`src/rtl/pfb_pkg.sv`:
```
// Shared types for the sequential read prefetch buffer.
// Assumes: look-ahead depth is chosen by a two-bit code.
package pfb_pkg;
    typedef enum logic [1:0] {
        PF_OFF = 2'd0,
        PF_2   = 2'd1,
        PF_4   = 2'd2,
        PF_8   = 2'd3
    } pf_depth_e;
endpackage

```
`src/rtl/pfb_store.sv`:
```
// Word store for the prefetch buffer: a circular queue with push, pop and
// a one-cycle flush that empties it.
// Assumes: DEPTH is a power of two; the caller never pushes when full,
// never pops when empty, and never pushes in a flush cycle.
module pfb_store #(
    parameter int DW    = 32,
    parameter int DEPTH = 8,
    parameter int CW    = $clog2(DEPTH + 1)
) (
    input  logic          clk,
    input  logic          rst_n,
    input  logic          flush,
    input  logic          push,
    input  logic [DW-1:0] push_data,
    input  logic          pop,
    output logic [DW-1:0] head_data,
    output logic [CW-1:0] count
);
    localparam int PW = $clog2(DEPTH);

    logic [DW-1:0] slots_q [DEPTH];
    logic [PW-1:0] wr_ptr_q;
    logic [PW-1:0] rd_ptr_q;

    // Write the arriving word into the tail slot.
    always_ff @(posedge clk) begin
        if (push) begin
            slots_q[wr_ptr_q] <= push_data;
        end
    end

    // Move the pointers and the occupancy count.
    always_ff @(posedge clk) begin
        if (!rst_n || flush) begin
            wr_ptr_q <= '0;
            rd_ptr_q <= '0;
            count    <= '0;
        end else begin
            if (push) wr_ptr_q <= wr_ptr_q + 1'b1;
            if (pop)  rd_ptr_q <= rd_ptr_q + 1'b1;
            count <= count + CW'(push) - CW'(pop);
        end
    end

    assign head_data = slots_q[rd_ptr_q];


    no_overflow_chk: assert property (@(posedge clk) disable iff (!rst_n)
        push |-> (count < CW'(DEPTH)));


    no_underflow_chk: assert property (@(posedge clk) disable iff (!rst_n)
        pop |-> (count != '0));
endmodule

```
`src/rtl/pfb_window.sv`:
```
// Fetch-window decision: works out whether one more word may be requested,
// from the depth code, the occupancy, and the region limits.
// Assumes: rgn_size >= GUARD_WORDS*4, word-aligned addresses, and that the
// caller's fetch address equals head address + 4*(held + in flight).
module pfb_window
    import pfb_pkg::*;
#(
    parameter int AW          = 32,
    parameter int DEPTH       = 8,
    parameter int GUARD_WORDS = 8,
    parameter int CW          = $clog2(DEPTH + 1)
) (
    input  pf_depth_e     mode,
    input  logic [AW-1:0] rgn_base,
    input  logic [AW-1:0] rgn_size,
    input  logic [AW-1:0] head_addr,
    input  logic [AW-1:0] fetch_addr,
    input  logic [CW-1:0] count,
    output logic          may_fetch,
    output logic          near_end,
    output logic [AW-1:0] end_addr
);
    localparam int            LIM8        = (DEPTH < 8) ? DEPTH : 8;
    localparam logic [AW-1:0] GUARD_BYTES = AW'(GUARD_WORDS * 4);

    logic [CW-1:0] limit;
    logic [AW-1:0] guard_addr;
    logic          in_region;

    // Translate the depth code into a word limit.
    always_comb begin
        case (mode)
            PF_OFF:  limit = CW'(1);
            PF_2:    limit = CW'(2);
            PF_4:    limit = CW'(4);
            default: limit = CW'(LIM8);
        endcase
    end

    // Region bounds and the final go/no-go for a new request.
    always_comb begin
        end_addr   = rgn_base + rgn_size;
        guard_addr = end_addr - GUARD_BYTES;
        near_end   = (head_addr >= guard_addr);
        in_region  = (fetch_addr >= rgn_base) && (fetch_addr < end_addr);
        may_fetch  = in_region && ((count == '0) || (!near_end && (count < limit)));
    end
endmodule

```
`src/rtl/pfb_prefetch_buf.sv`:
```
// Sequential read prefetch buffer (top). It tracks one read stream: the
// head address (the next word the host may read) and the fetch address
// (the next word to request). A read that misses the head address, or any
// write, flushes the stream. A pending local request is always completed,
// and its word is dropped if a flush came in between.
// Assumes: host addresses are word-aligned; hst_wr and hst_rd_req are not
// both high in one cycle; region inputs change only while no stream is
// active.
module pfb_prefetch_buf
    import pfb_pkg::*;
#(
    parameter int AW          = 32,
    parameter int DW          = 32,
    parameter int DEPTH       = 8,
    parameter int GUARD_WORDS = 8
) (
    input  logic          clk,
    input  logic          rst_n,
    input  logic [1:0]    pf_mode,
    input  logic [AW-1:0] rgn_base,
    input  logic [AW-1:0] rgn_size,
    input  logic          hst_rd_req,
    input  logic [AW-1:0] hst_addr,
    input  logic          hst_wr,
    output logic          hst_rd_rdy,
    output logic [DW-1:0] hst_rd_data,
    output logic          lb_req,
    output logic [AW-1:0] lb_addr,
    input  logic          lb_ack,
    input  logic [DW-1:0] lb_data
);
    localparam int            CW        = $clog2(DEPTH + 1);
    localparam logic [AW-1:0] WORD_STEP = AW'(DW / 8);

    logic          active_q, pend_q, drop_q;
    logic [AW-1:0] head_q, fetch_q, lbaddr_q;
    logic [CW-1:0] buf_cnt;
    logic [DW-1:0] head_data;
    logic          may_fetch, near_end;
    logic [AW-1:0] end_addr;
    logic          seq_hit, restart, flush, pop, push, issue;

    pfb_store #(.DW(DW), .DEPTH(DEPTH), .CW(CW)) u_store (
        .clk       (clk),
        .rst_n     (rst_n),
        .flush     (flush),
        .push      (push),
        .push_data (lb_data),
        .pop       (pop),
        .head_data (head_data),
        .count     (buf_cnt)
    );

    pfb_window #(.AW(AW), .DEPTH(DEPTH), .GUARD_WORDS(GUARD_WORDS), .CW(CW)) u_window (
        .mode       (pf_depth_e'(pf_mode)),
        .rgn_base   (rgn_base),
        .rgn_size   (rgn_size),
        .head_addr  (head_q),
        .fetch_addr (fetch_q),
        .count      (buf_cnt),
        .may_fetch  (may_fetch),
        .near_end   (near_end),
        .end_addr   (end_addr)
    );

    // Classify this cycle's host access and the local-bus events.
    always_comb begin
        seq_hit = active_q && (hst_addr == head_q);
        restart = hst_rd_req && !hst_wr && !seq_hit;
        flush   = hst_wr || restart;
        pop     = hst_rd_req && !hst_wr && seq_hit && (buf_cnt != '0);
        push    = lb_ack && pend_q && !drop_q && !flush;
        issue   = active_q && !pend_q && !flush && may_fetch;
    end

    // Stream state and the local request handshake.
    always_ff @(posedge clk) begin
        if (!rst_n) begin
            active_q <= 1'b0;
            pend_q   <= 1'b0;
            drop_q   <= 1'b0;
            head_q   <= '0;
            fetch_q  <= '0;
            lbaddr_q <= '0;
        end else if (flush) begin
            active_q <= !hst_wr;
            head_q   <= hst_addr;
            fetch_q  <= hst_addr;
            if (pend_q) begin
                pend_q <= !lb_ack;
                drop_q <= !lb_ack;
            end
        end else begin
            if (pop) head_q <= head_q + WORD_STEP;
            if (pend_q && lb_ack) begin
                pend_q <= 1'b0;
                drop_q <= 1'b0;
            end
            if (issue) begin
                pend_q   <= 1'b1;
                lbaddr_q <= fetch_q;
                fetch_q  <= fetch_q + WORD_STEP;
            end
        end
    end

    assign hst_rd_rdy  = pop;
    assign hst_rd_data = head_data;
    assign lb_req      = pend_q;
    assign lb_addr     = lbaddr_q;


    req_hold_chk: assert property (@(posedge clk) disable iff (!rst_n)
        (lb_req && !lb_ack) |=> (lb_req && $stable(lb_addr)));


    in_region_chk: assert property (@(posedge clk) disable iff (!rst_n)
        lb_req |-> ((lb_addr >= rgn_base) && (lb_addr < end_addr)));


    quiet_after_write_chk: assert property (@(posedge clk) disable iff (!rst_n)
        $past(hst_wr) |-> !$rose(lb_req));


    guard_demand_chk: assert property (@(posedge clk) disable iff (!rst_n)
        ($rose(lb_req) && $past(near_end)) |-> (lb_addr == $past(head_q)));


    off_demand_chk: assert property (@(posedge clk) disable iff (!rst_n)
        ($rose(lb_req) && ($past(pf_mode) == 2'd0)) |-> (lb_addr == $past(head_q)));


    rdy_needs_req_chk: assert property (@(posedge clk) disable iff (!rst_n)
        hst_rd_rdy |-> (hst_rd_req && !hst_wr));
endmodule

```
`config.mk`:
```
export PLATFORM = sky130hd
export DESIGN_NAME = pfb_prefetch_buf
export DESIGN_NICKNAME = d
export VERILOG_FILES = /design/src/rtl/pfb_pkg.sv /design/src/rtl/pfb_store.sv /design/src/rtl/pfb_window.sv /design/src/rtl/pfb_prefetch_buf.sv
export SDC_FILE = /design/constraint.sdc
export NUM_CORES = 1
export LEC_CHECK = 0
export ABC_AREA = 1
export BUFFER_PORTS_ARGS = -buffer_cell sky130_fd_sc_hd__buf_2
export CAP_MARGIN = 20
export CORE_MARGIN = 1
export CORE_UTILIZATION = 55
export DETAILED_ROUTE_END_ITERATION = 10
export HOLD_SLACK_MARGIN = 0.03
export PLACE_DENSITY = 0.87
export SETUP_SLACK_MARGIN = 0.4
export SLEW_MARGIN = 20
export SYNTH_ARGS = -nofsm -noshare
export SYNTH_HDL_FRONTEND = slang
export SYNTH_SLANG_ARGS = --single-unit
```
`constraint.sdc`:
```
create_clock -name clk -period 5.66 [get_ports clk]
set_input_delay 0.566 -clock clk [delete_from_list [all_inputs] [get_ports clk]]
set_output_delay 0.566 -clock clk [all_outputs]
set_load 0.01 [all_outputs]
```
==> out/metrics.yaml, run 1 <==
yosysSeqAreaShare_pct: 48.3
num_vias: 17900
critical_path_class: "primary input to flip-flop"
drt_wl_total_mm: 56.4
initial_utilization_pct: 56.0
crit_fanout: 23
cts_sinks: 368
antenna_found_initial: 13
synthArstFlopShare_pct: 0
drc_errors: 0
io_pins: 201
syn_area_um2: 20600
slew_violations: 0
crit_buf_inv: 5
hold_ws_ns: 0.251
overflow: 0
postSynthCellCount: 2369
rows: 70
ir_drop_v: 0.000265
clkTransAtPathRegs_ns: 0.06
nets: 2817
ys_warn_count: 0
final.min_clock_period_ns: 4.83
p_comb_share_pct: 14.3
slew_headroom_pct: 27.7
synth_cell_types: 58
synth_edf_count: 256
path_common_cell: "nand2_1"
crit_family: "simple AND/OR/NAND/NOR gates"
rsz0062_at_grt: "true"
post-place-ws_ns: 0.0340
die_y_um: 195
intPower_uw: 4600
finalHoldViolCount: 0
synth_area_leaders: "edfxtp_1 37%, dfxtp_1 11%, ha_1 8.1%"
drive_gt1_share_pct: 13.8
fin_crit_sh_pct: 85.4
slowest_stage: "fa_1"
drt-wirelength-per-cell_um: 18.5
p_per_area_nw_per_um2: 273
synth_top_area_share_pct: 37.4
maxCapViolations: 0
power.leakage_uw: 0.00987
yosys.area.top_type: "edfxtp_1"
switching_share_pct: 27.7
clock.fmax_ghz: 0.207
worstSkewPairLatency_ns: 0.59
hpwl_mm: 37.5
critPathArrivalTime_ns: 5.33
switchingPower_uw: 1760
p_seq_share_pct: 46.7
core_area_um2: 36700
hold_class: "primary input to flip-flop"
crit_path_end_kind: "flip-flop"
grt_max_degree: 107
ant_nets: 0
grt_pass1_wl_mm: 87.9
die_w_um: 195
worst_pin_slew_ns: 1.08
grt_pass1_vias: 17800
die_area_um2: 38200
initialDrtViolationCount: 1852
gp_congestion: 0.935
clkPwrFrac_pct: 39.0
htreeDepth: 2
portBuffers: 200
cts_root_buf: "clkbuf_16"
slowest_delay_ns: 0.39
finalSetupTns_ns: 0
r2r_slack_ns: 1.91
grt.total_usage_pct: 29.1
syn-num-nets: 2639
via_per_inst: 5.87
dr.pass1.iters: 8
worstPathRequired_ns: 6.15
clock_skew_ns: 0.0247
synthFlopType: "edfxtp_1"
fillers: 2787
setup_ws_ns: 0.826
ys_ff_latch: 368
status: "finished, final reports clean"
cts_tree: "done"
syn_to_final_growth_pct: 13.6
cts.path.max_buffers: 3
synth.avg_cell_area_um2: 8.68
numCtsBuffers: 39
finalSetupViolCount: 0
start_kind: "primary input"
-- metal layers --
metal / vias up / GRT usage (%) / routed length [um]
met3: 214 / 5.51 / 4940
li1: 8428 / - / -
met1: 8362 / 34.3 / 21400
met2: 932 / 49.7 / 27200
met5: - / 0 / 31
met4: 6 / 17.0 / 2870
-- power by group through the flow --
| stage | Sequential (uW) | Combinational, uW | Clock, uW |
|---|---|---|---|
| after global routing | 2970 | 1020 | 2590 |
| after detailed placement | 3030 | 876 | 0 |
| after global placement | 3020 | 833 | 0 |
| after CTS | 2970 | 885 | 2490 |
| final | 2970 | 912 | 2480 |
| after floorplan | 3000 | 615 | 0 |
-- worst register-to-register path, delay by kind of cell, from the launching register on --
kind / cells / cell delay [ns]
simple gates: 9 / 1.95
compound gates: 2 / 0.39
buf+inv: 5 / 0.93
flops: 1 / 0.42
-- cell families (layout without fill, tap and decap cells) --
group	count (synthesis)	in the layout	synth area share, %
AND/OR/NAND/NOR	991	991	20.4
AO/OA/AOI/OAI	447	447	12.0
flip-flops	368	368	48.3
buffers and inverters	310	517	5.94
adder cells (fa/ha/maj)	135	135	8.29
XOR/XNOR	117	117	5.06
multiplexers	1	1	0.0487
other	0	11	0
-- synthesized netlist by cell type, types with 2 or more instances --
cell type  instances
nor2_1           406
nand2_1          374
edfxtp_1         256
o21ai_0          212
inv_1            207
ha_1             133
a21oi_1          114
dfxtp_1          112
nand3_1          102
xor2_1            93
clkbuf_1          67
a31oi_1           38
nand4_1           33
o22ai_1           33
nor3_1            26
xnor2_1           22
buf_2             14
o211ai_1          10
inv_2              9
o221ai_1           9
or2_2              9
a211oi_1           5
nand2_2            5
nand3_2            5
nor2_2             5
nor4_1             5
o21ai_1            5
buf_1              4
buf_4              4
nand3b_1           4
a21o_1             3
a22oi_1            3
and3_1             3
buf_6              3
nor3_2             3
nor3_4             3
nor3b_1            3
o21a_1             3
o21bai_1           3
a21oi_2            2
fa_1               2
-- area by class of cell --
cell class | count | area [um2] | share of cell area [%]
diodes | 11 | 27.5 | 0.118
flip-flops and latches | 368 | 9930 | 42.5
clock inverters | 19 | 201 | 0.863
multi-input cells | 1691 | 9500 | 40.7
repair buffers | 229 | 1250 | 5.34
inverters | 218 | 823 | 3.53
well taps | 468 | 586 | 2.51
clock buffers | 51 | 1030 | 4.42
-- registers in the layout, summed over array words and instances (netlist names), named ones only --
signal / count
active_q: 1
drop_q: 1
fetch_q: 32
head_q: 32
lb_addr: 32
lb_req: 1
u_store.count: 4
u_store.rd_ptr_q: 3
u_store.slots_q: 256
u_store.wr_ptr_q: 3
-- through the flow --
stage               instance area, um2  total power (uW)  cells  utilization, %
floorplan                        20600              3610   2369               -
global placement                 22000              3860   2972            59.9
detailed placement               22000              3900   2972            59.9
CTS                              23200              6340   3042            63.3
global route                     23300              6590   3051            63.6
finish                           23300              6360   3055            63.6
-- path summary, 6_finish.rpt --
| check | from | depth (start not counted) | endpoint |
|---|---|---|---|
| worst max register to register | head_q[7] | 16 | head_q[19] |
| worst min-delay path | lb_data[24] | 1 | u_store.slots_q[5][24] |
| worst max-delay path | rgn_base[0] | 36 | fetch_q[12] |
| worst min register to register | lb_addr[25] | 2 | lb_addr[25] |
-- cell usage in the layout, fill, tap and decap left out, types with 9 or more instances in the layout --
master     count
a21oi_1      114
a31oi_1       38
buf_2        200
buf_4         26
clkbuf_1      11
clkbuf_16     39
dfxtp_1      110
diode_2       11
edfxtp_1     256
ha_1         132
inv_1        206
inv_2         10
nand2_1      373
nand3_1      100
nand4_1       33
nor2_1       395
nor2_2        15
nor3_1        22
o211ai_1      10
o21ai_0      207
o21ai_1       10
o221ai_1       9
o22ai_1       33
or2_2          9
xnor2_1       22
xor2_1        91
-- what timing repair did --
item | CTS | global route
setup buffers | 0 | 1
gates resized for setup | 0 | 21
endpoints found under the setup margin | 0 | 63
hold buffers | 0 | 0
(Power assumes the default switching activity.)
==> inputs of run 2 (changes only) <==
Settings changed: PLACE_DENSITY 0.87 to 0.72.
==> out/metrics.yaml, run 2 (synthesis gave the netlist of run 1 again) <==
status: "finished, final reports clean"
finish.utilization_pct: 63.5
setup_ws_ns: 0.807
slew_violations: 0
die_w_um: 195
slew_headroom_pct: 39.8
post-place-ws_ns: -0.0698
grt_pass1_vias: 16300
finalSetupViolCount: 0
intPower_uw: 4690
mostFrequentLayoutCells: "395 x nor2_1, 374 x nand2_1, 256 x edfxtp_1"
switching_share_pct: 26.5
grt_pass1_wl_mm: 85.7
via_per_inst: 5.65
final_common_cell: "nor2_1"
drt-wirelength-per-cell_um: 17.7
numCtsBuffers: 39
dr.pass1.iters: 5
ff2ff_path_depth: 13
start_kind: "primary input"
clock_skew_ns: 0.0230
clkTransAtPathRegs_ns: 0.06
p_per_area_nw_per_um2: 274
drive_gt1_share_pct: 13.5
largest_register_ffs: 256
drt_wl_total_mm: 54.0
worst_pin_slew_ns: 0.902
ir_drop_v: 0.000182
rsz0062_at_grt: "true"
slowest_delay_ns: 0.49
worst_hold_path.num_cells: 1
endpoint: "fetch_q[26]"
path_common_cell: "nand2_1"
core_area_um2: 36700
slowest_stage: "xor2_1"
worstSkewPairLatency_ns: 0.54
portBuffers: 200
finalHoldViolCount: 0
clock.fmax_ghz: 0.206
syn_to_final_growth_pct: 13.3
cts_root_buf: "clkbuf_16"
critPathArrivalTime_ns: 5.32
nets: 2812
p_seq_share_pct: 46.6
cp-startpoint: "rgn_base[14]"
initialDrtViolationCount: 1386
io_pins: 201
fin_crit_sh_pct: 85.7
initial_utilization_pct: 56.0
p_comb_share_pct: 14.0
maxCapViolations: 0
clkPwrFrac_pct: 39.3
die_area_um2: 38200
critical_path_class: "primary input to flip-flop"
grt.total_usage_pct: 28.4
hpwl_mm: 36.6
power.leakage_uw: 0.00986
rows: 70
switchingPower_uw: 1690
r2r_slack_ns: 1.47
final.min_clock_period_ns: 4.85
cts_sinks: 368
hold_class: "primary input to flip-flop"
grt_max_degree: 73
cts_tree: "done"
ant_nets: 0
crit_fanout: 32
final_area_um2: 23300
antenna_found_initial: 10
rr_startpoint: "head_q[3]"
die_y_um: 195
worstPathRequired_ns: 6.13
crit_path_end_kind: "flip-flop"
overflow: 0
num_vias: 17200
cts.path.max_buffers: 3
reg2reg_to: "u_store.slots_q[1][25]"
largest_register: "u_store.slots_q"
htreeDepth: 2
drc_errors: 0
place_area_um2: 22000
gp_congestion: 0.953
==> run 2: worst min path at each step <==
stage / slack, ns / start / endpoint
3_3_place_gp: 0.46 / lb_addr[19] / lb_addr[19]
2_1_floorplan: 0.46 / fetch_q[1] / fetch_q[1]
3_5_place_dp: 0.47 / lb_addr[19] / lb_addr[19]
4_1_cts: 0.27 / lb_data[10] / u_store.slots_q[6][10]
6_report: 0.29 / lb_data[11] / u_store.slots_q[0][11]
5_1_grt: 0.28 / lb_data[10] / u_store.slots_q[6][10]
==> run 2: metrics by stage <==
step | TNS (ns) | cells | hold slack (ns) | power, uW
final | 0 | 3044 | 0.294 | 6380
after global routing | 0 | 3043 | 0.283 | 6640
after CTS | 0 | 3039 | 0.269 | 6390
after detailed placement | -0.793 | 2969 | 0.470 | 3900
after global placement | 0 | 2969 | 0.460 | 3870
after floorplan | 0 | 2369 | 0.456 | 3610
==> run 2: routing by layer <==
| metal | wire length [um] | vias up | track usage, % |
|---|---|---|---|
| met4 | 1570 | 8 | 10.5 |
| met5 | 50 | - | 0 |
| met2 | 23700 | 595 | 43.1 |
| li1 | - | 8423 | - |
| met3 | 4330 | 105 | 5.03 |
| met1 | 24300 | 8054 | 40.6 |
==> run 2: power groups by stage <==
stage | logic (uW) | registers, uW | clock network (uW)
2_1_floorplan | 615 | 3000 | 0
3_3_place_gp | 844 | 3030 | 0
3_5_place_dp | 869 | 3030 | 0
4_1_cts | 877 | 2970 | 2550
5_1_grt | 1020 | 2980 | 2640
6_report | 895 | 2970 | 2510
==> run 2: area by class of cell <==
cell class                 instances  area (um2)
antenna                            5        12.5
clock buffer                      47        1010
clock inverter                    23         236
fill                            3075       13400
inverter                         218         826
multi-input combinational       1691        9500
sequential                       368        9930
tap                              468         586
timing repair buffer             224        1200
==> run 2: worst max-delay path, delay by kind of cell <==
kind / cells / cell delay [ns]
AOI/OAI and AO/OA: 2 / 0.29
xor gates and xnor gates: 2 / 0.58
and+or+nand+nor: 22 / 2.79
adders and majority gates: 2 / 0.66
buffers and inverters: 3 / 0.41
==> run 2: what timing repair did <==
item / CTS / global route
setup endpoints to repair: 0 / 63
setup buffers: 0 / 0
hold buffers: 0 / 0
resized for setup: 0 / 26
